### src/rtl/uart_tr_pkg.sv
package uart_tr_pkg;
  localparam int AW      = 10;
  localparam int DW      = 32;
  localparam int NUM_EVT = 4;
  localparam int NUM_CFG = 6;

  localparam int EV_RXRDY = 0;
  localparam int EV_TXRDY = 1;
  localparam int EV_ERR   = 2;
  localparam int EV_RXTO  = 3;

  localparam logic [AW-1:0] A_START_RX = 10'h000;
  localparam logic [AW-1:0] A_STOP_RX  = 10'h001;
  localparam logic [AW-1:0] A_START_TX = 10'h002;
  localparam logic [AW-1:0] A_STOP_TX  = 10'h003;
  localparam logic [AW-1:0] A_SUSPEND  = 10'h007;
  localparam logic [AW-1:0] A_MASK     = 10'h0C0;
  localparam logic [AW-1:0] A_MASK_SET = 10'h0C1;
  localparam logic [AW-1:0] A_MASK_CLR = 10'h0C2;
  localparam logic [AW-1:0] A_ERRSRC   = 10'h120;
  localparam logic [AW-1:0] A_ENABLE   = 10'h140;
  localparam logic [AW-1:0] A_TXBYTE   = 10'h147;

  localparam logic [DW-1:0] ON_CODE = 32'd4;

  function automatic logic [AW-1:0] evt_addr(input int e);
    case (e)
      EV_RXRDY: return 10'h042;
      EV_TXRDY: return 10'h047;
      EV_ERR:   return 10'h049;
      default:  return 10'h051;
    endcase
  endfunction

  function automatic int evt_bit(input int e);
    case (e)
      EV_RXRDY: return 2;
      EV_TXRDY: return 7;
      EV_ERR:   return 9;
      default:  return 17;
    endcase
  endfunction

  function automatic logic [AW-1:0] cfg_addr(input int i);
    case (i)
      0, 1, 2, 3: return 10'h142 + AW'(i);
      4:          return 10'h149;
      default:    return 10'h15B;
    endcase
  endfunction

  function automatic logic [DW-1:0] cfg_reset(input int i);
    case (i)
      0, 1, 2, 3: return 32'hFFFF_FFFF;
      4:          return 32'h0400_0000;
      default:    return 32'h0;
    endcase
  endfunction
endpackage

### src/rtl/uart_tr_ctrl.sv
module uart_tr_ctrl
  import uart_tr_pkg::*;
(
  input  logic          clk,
  input  logic          rst_n,
  input  logic          wr_ok,
  input  logic [AW-1:0] addr,
  input  logic [DW-1:0] wdata,
  output logic          en_o,
  output logic          rx_run_o,
  output logic          tx_run_o,
  output logic          rxto_set_o
);
  logic en_q, en_d, rx_q, rx_d, tx_q, tx_d;
  logic is_one;

  assign is_one = (wdata == 32'd1);

  always_comb begin
    en_d       = en_q;
    rx_d       = rx_q;
    tx_d       = tx_q;
    rxto_set_o = 1'b0;
    if (wr_ok) begin
      case (addr)
        A_START_RX: if (is_one) rx_d = 1'b1;
        A_STOP_RX:  if (is_one) begin rx_d = 1'b0; rxto_set_o = 1'b1; end
        A_START_TX: if (is_one) tx_d = 1'b1;
        A_STOP_TX:  if (is_one) tx_d = 1'b0;
        A_SUSPEND:  if (is_one) begin rx_d = 1'b0; tx_d = 1'b0; rxto_set_o = 1'b1; end
        A_ENABLE: begin
          if (wdata == ON_CODE) begin
            en_d = 1'b1;
          end else if (wdata == '0) begin
            en_d = 1'b0; rx_d = 1'b0; tx_d = 1'b0; rxto_set_o = 1'b1;
          end
        end
        default: ;
      endcase
    end
  end

  always_ff @(posedge clk or negedge rst_n) begin
    if (!rst_n) begin
      en_q <= 1'b0;
      rx_q <= 1'b0;
      tx_q <= 1'b0;
    end else if (wr_ok) begin
      en_q <= en_d;
      rx_q <= rx_d;
      tx_q <= tx_d;
    end
  end

  assign en_o     = en_q;
  assign rx_run_o = rx_q;
  assign tx_run_o = tx_q;
endmodule

### src/rtl/uart_tr_events.sv
module uart_tr_events
  import uart_tr_pkg::*;
(
  input  logic               clk,
  input  logic               rst_n,
  input  logic [NUM_EVT-1:0] hw_set,
  input  logic [NUM_EVT-1:0] sw_we,
  input  logic               sw_val,
  input  logic [NUM_EVT-1:0] mask,
  output logic [NUM_EVT-1:0] flags,
  output logic               irq
);
  logic [NUM_EVT-1:0] flag_q, flag_d, flag_ce;

  for (genvar i = 0; i < NUM_EVT; i++) begin : g_evt
    always_comb begin
      flag_ce[i] = hw_set[i] | sw_we[i];
      flag_d[i]  = hw_set[i] ? 1'b1 : sw_val;
    end

    always_ff @(posedge clk or negedge rst_n) begin
      if (!rst_n)          flag_q[i] <= 1'b0;
      else if (flag_ce[i]) flag_q[i] <= flag_d[i];
    end
  end

  assign flags = flag_q;
  assign irq   = |(flag_q & mask);
endmodule

### src/rtl/uart_tr_txpath.sv
module uart_tr_txpath #(
  parameter int TX_W = 8
) (
  input  logic            clk,
  input  logic            rst_n,
  input  logic            load,
  input  logic            run,
  input  logic [TX_W-1:0] wbyte,
  input  logic            tx_ready,
  input  logic            tx_done,
  output logic            tx_valid,
  output logic [TX_W-1:0] tx_data,
  output logic            pend,
  output logic            done_evt
);
  logic            pend_q, pend_d, sent_q, sent_d, accept, st_ce;
  logic [TX_W-1:0] byte_q;

  assign accept   = load & run & ~pend_q;
  assign done_evt = tx_done & pend_q;
  assign tx_valid = pend_q & ~sent_q;

  always_comb begin
    pend_d = pend_q;
    sent_d = sent_q;
    if (accept) begin
      pend_d = 1'b1;
      sent_d = 1'b0;
    end else begin
      if (tx_valid && tx_ready) sent_d = 1'b1;
      if (done_evt) begin
        pend_d = 1'b0;
        sent_d = 1'b0;
      end
    end
  end

  assign st_ce = accept | done_evt | (tx_valid & tx_ready);

  always_ff @(posedge clk or negedge rst_n) begin
    if (!rst_n) begin
      pend_q <= 1'b0;
      sent_q <= 1'b0;
    end else if (st_ce) begin
      pend_q <= pend_d;
      sent_q <= sent_d;
    end
  end

  always_ff @(posedge clk or negedge rst_n) begin
    if (!rst_n)      byte_q <= '0;
    else if (accept) byte_q <= wbyte;
  end

  assign tx_data = byte_q;
  assign pend    = pend_q;
endmodule

### src/rtl/uart_task_regs.sv
module uart_task_regs
  import uart_tr_pkg::*;
#(
  parameter int TX_W = 8
) (
  input  logic            clk,
  input  logic            rst_n,
  input  logic [9:0]      bus_addr,
  input  logic            bus_wr,
  input  logic            bus_rd,
  input  logic [31:0]     bus_wdata,
  output logic [31:0]     bus_rdata,
  output logic            irq,
  output logic            rx_run,
  output logic            tx_run,
  output logic            tx_valid,
  output logic [TX_W-1:0] tx_data,
  input  logic            tx_ready,
  input  logic            tx_done,
  input  logic            brk_det
);
  localparam int PAD_W = DW - TX_W;

  logic               en_q, wr_ok, rxto_set, tx_pend, done_evt;
  logic [NUM_EVT-1:0] evt_q, evt_we, hw_set, inten_q, inten_d, wmask;
  logic               inten_ce, errsrc_ce;
  logic [1:0]         errsrc_q, errsrc_d;
  logic [DW-1:0]      inten_wide, rdata_c;
  logic [DW-1:0]      cfg_q [NUM_CFG];

  assign wr_ok = bus_wr & (en_q | (bus_addr == A_ENABLE));

  uart_tr_ctrl u_ctrl (
    .clk(clk), .rst_n(rst_n), .wr_ok(wr_ok), .addr(bus_addr), .wdata(bus_wdata),
    .en_o(en_q), .rx_run_o(rx_run), .tx_run_o(tx_run), .rxto_set_o(rxto_set)
  );

  uart_tr_txpath #(.TX_W(TX_W)) u_tx (
    .clk(clk), .rst_n(rst_n),
    .load(wr_ok && bus_addr == A_TXBYTE), .run(tx_run),
    .wbyte(bus_wdata[TX_W-1:0]), .tx_ready(tx_ready), .tx_done(tx_done),
    .tx_valid(tx_valid), .tx_data(tx_data), .pend(tx_pend), .done_evt(done_evt)
  );

  always_comb begin
    hw_set           = '0;
    hw_set[EV_TXRDY] = done_evt;
    hw_set[EV_ERR]   = brk_det;
    hw_set[EV_RXTO]  = rxto_set;
    for (int i = 0; i < NUM_EVT; i++) begin
      evt_we[i]  = wr_ok && (bus_addr == evt_addr(i));
      wmask[i]   = bus_wdata[evt_bit(i)];
    end
  end

  uart_tr_events u_evt (
    .clk(clk), .rst_n(rst_n), .hw_set(hw_set), .sw_we(evt_we),
    .sw_val(|bus_wdata), .mask(inten_q), .flags(evt_q), .irq(irq)
  );

  // interrupt mask: load / set / clear
  always_comb begin
    inten_d  = inten_q;
    inten_ce = 1'b0;
    if (wr_ok) begin
      case (bus_addr)
        A_MASK:     begin inten_d = wmask;            inten_ce = 1'b1; end
        A_MASK_SET: begin inten_d = inten_q | wmask;  inten_ce = 1'b1; end
        A_MASK_CLR: begin inten_d = inten_q & ~wmask; inten_ce = 1'b1; end
        default: ;
      endcase
    end
  end

  always_ff @(posedge clk or negedge rst_n) begin
    if (!rst_n)        inten_q <= '0;
    else if (inten_ce) inten_q <= inten_d;
  end

  // error source: set by break, write-1-to-clear
  always_comb begin
    errsrc_d = errsrc_q;
    if (wr_ok && bus_addr == A_ERRSRC) errsrc_d = errsrc_d & ~bus_wdata[1:0];
    if (brk_det)                       errsrc_d = 2'b11;
    errsrc_ce = brk_det | (wr_ok && bus_addr == A_ERRSRC);
  end

  always_ff @(posedge clk or negedge rst_n) begin
    if (!rst_n)         errsrc_q <= '0;
    else if (errsrc_ce) errsrc_q <= errsrc_d;
  end

  // plain storage words
  for (genvar c = 0; c < NUM_CFG; c++) begin : g_cfg
    logic ce;
    assign ce = wr_ok && (bus_addr == cfg_addr(c));
    always_ff @(posedge clk or negedge rst_n) begin
      if (!rst_n)  cfg_q[c] <= cfg_reset(c);
      else if (ce) cfg_q[c] <= bus_wdata;
    end
  end

  always_comb begin
    inten_wide = '0;
    for (int i = 0; i < NUM_EVT; i++) inten_wide[evt_bit(i)] = inten_q[i];
  end

  always_comb begin
    rdata_c = '0;
    if (bus_rd && en_q) begin
      for (int i = 0; i < NUM_EVT; i++)
        if (bus_addr == evt_addr(i)) rdata_c = {{(DW-1){1'b0}}, evt_q[i]};
      for (int c = 0; c < NUM_CFG; c++)
        if (bus_addr == cfg_addr(c)) rdata_c = cfg_q[c];
      case (bus_addr)
        A_MASK, A_MASK_SET, A_MASK_CLR: rdata_c = inten_wide;
        A_ERRSRC: rdata_c = {{(DW-2){1'b0}}, errsrc_q};
        A_ENABLE: rdata_c = ON_CODE;
        A_TXBYTE: rdata_c = {{PAD_W{1'b0}}, tx_data};
        default: ;
      endcase
    end
  end

  assign bus_rdata = rdata_c;
endmodule

### config.mk
export PLATFORM = sky130hd
export DESIGN_NAME = uart_task_regs
export DESIGN_NICKNAME = d
export VERILOG_FILES = /design/src/rtl/uart_tr_pkg.sv /design/src/rtl/uart_tr_ctrl.sv /design/src/rtl/uart_tr_events.sv /design/src/rtl/uart_tr_txpath.sv /design/src/rtl/uart_task_regs.sv
export SDC_FILE = /design/constraint.sdc
export NUM_CORES = 1
export LEC_CHECK = 0
export BUFFER_PORTS_ARGS = -buffer_cell sky130_fd_sc_hd__buf_2
export CAP_MARGIN = 20
export CORE_ASPECT_RATIO = 0.8
export CORE_MARGIN = 1.5
export CORE_UTILIZATION = 54
export CTS_CLUSTER_DIAMETER = 120
export DETAILED_ROUTE_END_ITERATION = 12
export GPL_TIMING_DRIVEN = 0
export PLACE_DENSITY = 0.73
export SYNTH_ARGS = -nofsm -noshare
export SYNTH_HDL_FRONTEND = slang
export SYNTH_SLANG_ARGS = --single-unit
### constraint.sdc
create_clock -name clk -period 1.6 [get_ports clk]
set_input_delay 0.08 -clock clk [delete_from_list [all_inputs] [get_ports clk]]
set_output_delay 0.08 -clock clk [all_outputs]
set_load 0.05 [all_outputs]
==> impl_metrics.py <==
metrics = {
    "status": {
        "status": "complete, but fails checks",
        "failed_checks": "negative setup slack",
    },
    "power_and_ir_drop": {
        "finalPower_w": 0.0113,
        "power_leakage_nw": 6.23,
        "ir_drop_mv": 0.623,
        "pwr_density_cell_mw_per_mm2": 737,
    },
    "routing": {
        "antenna_left": 0,
        "routedWlPerCell_microns": 29.7,
        "drt-pass1-iter-count": 6,
        "viasPerCell": 6.79,
        "wirelength_microns": 38800,
        "drcViolationCount": 0,
        "dr.first_iter.drc_count": 1128,
        "via_count": 8885,
    },
    "clock_tree": {
        "root_buffer": "clkbuf_16",
        "cts_sinks": 215,
        "clk_latency_ns": 0.53,
        "cts_tree": "built",
        "path_clk_slew_ns": 0.07,
        "cts_buffers": 22,
        "cts_max_path_buffers": 3,
        "ctsHtreeMaxLevel": 1,
    },
    "worst_setup_path": {
        "critPathMaxFanout": 10,
        "start_kind": "input pin",
        "worstPathRequired_ns": 1.52,
        "end_kind": "output pin",
        "r2r-end": "u_tx.tx_data[6]",
        "critPathKind": "input pin to output pin",
        "reg2reg_from": "u_ctrl.en_o",
        "worst_r2r_path_depth": 9,
        "r2r_slack_ns": -0.39,
        "worstPathArrival_ns": 2.03,
    },
    "synthesis": {
        "ys_ff_latch": 215,
        "yosysUniqueCellTypes": 67,
        "yosys.area.top_type": "dfstp_2",
        "synth_edf_count": 0,
        "synth_top_area_share_pct": 32.4,
        "synthArstFlopShare_pct": 100,
        "synthCells": 814,
        "synthesis.area_sq_mm": 0.0105,
        "synthTopCellsByCount": "mux2_2 (202), dfstp_2 (129), dfrtp_1 (86)",
        "yosysSeqAreaShare_pct": 53.0,
        "syn_area_per_cell_sq_um": 12.9,
        "synth_flop_cell": "dfstp_2",
        "synth_warnings": 0,
        "syn_nets": 863,
        "synth_area_leaders": "dfstp_2 (32%), mux2_2 (22%), dfrtp_1 (21%)",
        "yosysMostFrequentCell": "mux2_2",
    },
    "layout": {
        "syn2layout_area_growth_pct": 47.1,
        "antennaDiodeCount": 0,
        "layout-drive-gt1-share_pct": 67.3,
        "instances_no_fill": 1308,
        "final_nets": 1083,
    },
    "timing": {
        "setup-tns-final_ns": -61.70,
        "rsz0062_at_grt": "true",
        "fmax_mhz": 473,
        "whs_ns": 0.0626,
        "finalSetupViolCount": 239,
        "fin_skew_ns": 0.0213,
        "fin_crit_ns": 2.11,
        "worst_slew_pin_slew_ns": 0.746,
        "worst_slack_ns": -0.513,
        "slew_viol_final": 0,
        "fin_crit_sh_pct": 132,
        "hold_viol": 0,
        "worst_slew_margin_rel_pct": 50.3,
    },
    "grt": {
        "track_usage_pct": 36.4,
        "grt_max_degree": 122,
        "antenna_found_initial": 0,
        "grt_pass1_wl_microns": 54300,
        "grt-ovfl-total": 0,
        "grt_pass1_vias": 8961,
    },
    "floorplanning": {
        "die_h_microns": 127,
        "die_area_sq_mm": 0.0202,
        "std_cell_rows": 45,
        "die_x_microns": 159,
        "initial_utilization_pct": 55.1,
        "core_sq_mm": 0.0190,
        "io_pins": 93,
    },
    "placement": {
        "portBuffers": 86,
        "place_ws_ns": -1.02,
        "hpwl_microns": 21000,
        "gp_congestion": 0.936,
        "place_inst": 1160,
    },
    "worst_hold_path": {
        "worstHoldPathCells": 3,
        "hold_end": "inten_q[2]",
        "hold_class": "input pin to flip-flop",
        "hp-start": "bus_wdata[9]",
    },
    "run": {
        "cap_violations": 0,
    },
}
[power breakdown]
| part | switching (W) | internal, W |
|---|---|---|
| logic | 0.000472 | 0.000238 |
| clock network | 0.00222 | 0.00295 |
| registers | 0.000000112 | 0.00545 |
[routing by layer]
| metal | share of wire [%] | vias to the layer above | track usage (%) |
|---|---|---|---|
| met3 | 11 | 141 | 11.0 |
| met5 | 0 | - | 0 |
| met4 | 4.3 | 0 | 14.6 |
| li1 | - | 3546 | - |
| met2 | 46 | 637 | 56.0 |
| met1 | 39 | 4561 | 48.5 |
[through the flow]
| step | utilization (%) | instance area, sq um |
|---|---|---|
| 6_report | 81.1 | 15400 |
| 3_5_place_dp | 65.0 | 12300 |
| 5_1_grt | 81.1 | 15400 |
| 2_1_floorplan | - | 11500 |
| 4_1_cts | 77.7 | 14700 |
| 3_3_place_gp | 64.7 | 12300 |
[cell families (layout without fill, tap and decap cells)]
logic type / after synthesis / in the layout / synth area share (%)
AOI/OAI and AO/OA: 164 / 164 / 12.2
buffers and inverters: 71 / 307 / 3.31
xor gates and xnor gates: 4 / 4 / 0.335
DFF: 215 / 215 / 53.0
muxes: 208 / 208 / 22.4
and+or+nand+nor: 152 / 152 / 8.85
[area by class of cell]
| cell class | instances | area (sq um) |
|---|---|---|
| Buffer | 59 | 768 |
| Clock buffer | 35 | 649 |
| Clock inverter | 5 | 63.8 |
| Fill cell | 973 | 3590 |
| Inverter | 8 | 30.0 |
| Multi-Input combinational cell | 528 | 5820 |
| Sequential cell | 215 | 5540 |
| Tap cell | 258 | 323 |
| Timing Repair Buffer | 200 | 2190 |
[state kept, by name (all words and copies together), names as in the netlist]
name	count
cfg_q	192
errsrc_q	2
inten_q	4
u_ctrl.en_o	1
u_ctrl.rx_run_o	1
u_ctrl.tx_run_o	1
u_evt.flags	4
u_tx.pend	1
u_tx.sent_q	1
u_tx.tx_data	8
[timing repair]
item,CTS,global route
gates resized for setup,178,89
cloned,13,8
pin swaps,30,24
endpoints found under the setup margin,242,245
buffers inserted,37,22
hold buffers,33,0
endpoints found under the hold margin,213,0
[worst max-delay path by stage]
stage,from,endpoint,cells after the start
floorplan,bus_addr[1],bus_rdata[20],8
global placement,rst_n,cfg_q[47],1
detailed placement,bus_addr[5],cfg_q[12],6
CTS,u_ctrl.en_o,bus_rdata[29],7
global route,bus_addr[0],bus_rdata[10],10
finish,bus_addr[0],bus_rdata[10],10
[worst max-delay path: stages]
cell	delay, ns
buf_2	0.16
buf_8	0.17
nor4b_4	0.29
buf_4	0.23
clkbuf_4	0.26
nand2_1	0.09
o21ai_0	0.12
a221oi_2	0.14
nor3_4	0.27
buf_6	0.20
[cells in the final DEF (no fill, tap or decap), types with 5 or more instances in the layout]
master and n:
clkbuf_16 32, dfstp_2 129, nor2_1 15, nor2b_1 5, a221oi_1 6, o22ai_1 5
buf_16 12, buf_8 13, nand2b_1 7, clkbuf_4 7, buf_4 39, o21a_1 8
dfrtp_1 86, o211ai_1 5, a31oi_4 7, a21oi_2 8, clkbuf_8 14, buf_2 55
a22o_1 6, nor3_4 5, buf_12 27, a21oi_4 8, a211oi_4 5, a221oi_2 9
nor2_4 14, buf_6 44, dlygate4sd3_1 33, a22oi_1 15, nand2_2 5, nand2_1 29
mux2_2 107, a222oi_1 27, o21ai_1 6, clkbuf_1 12, a21oi_1 12, mux2_4 97
nor4_4 7, a221o_1 5, inv_1 7
(Power assumes the default switching activity.)
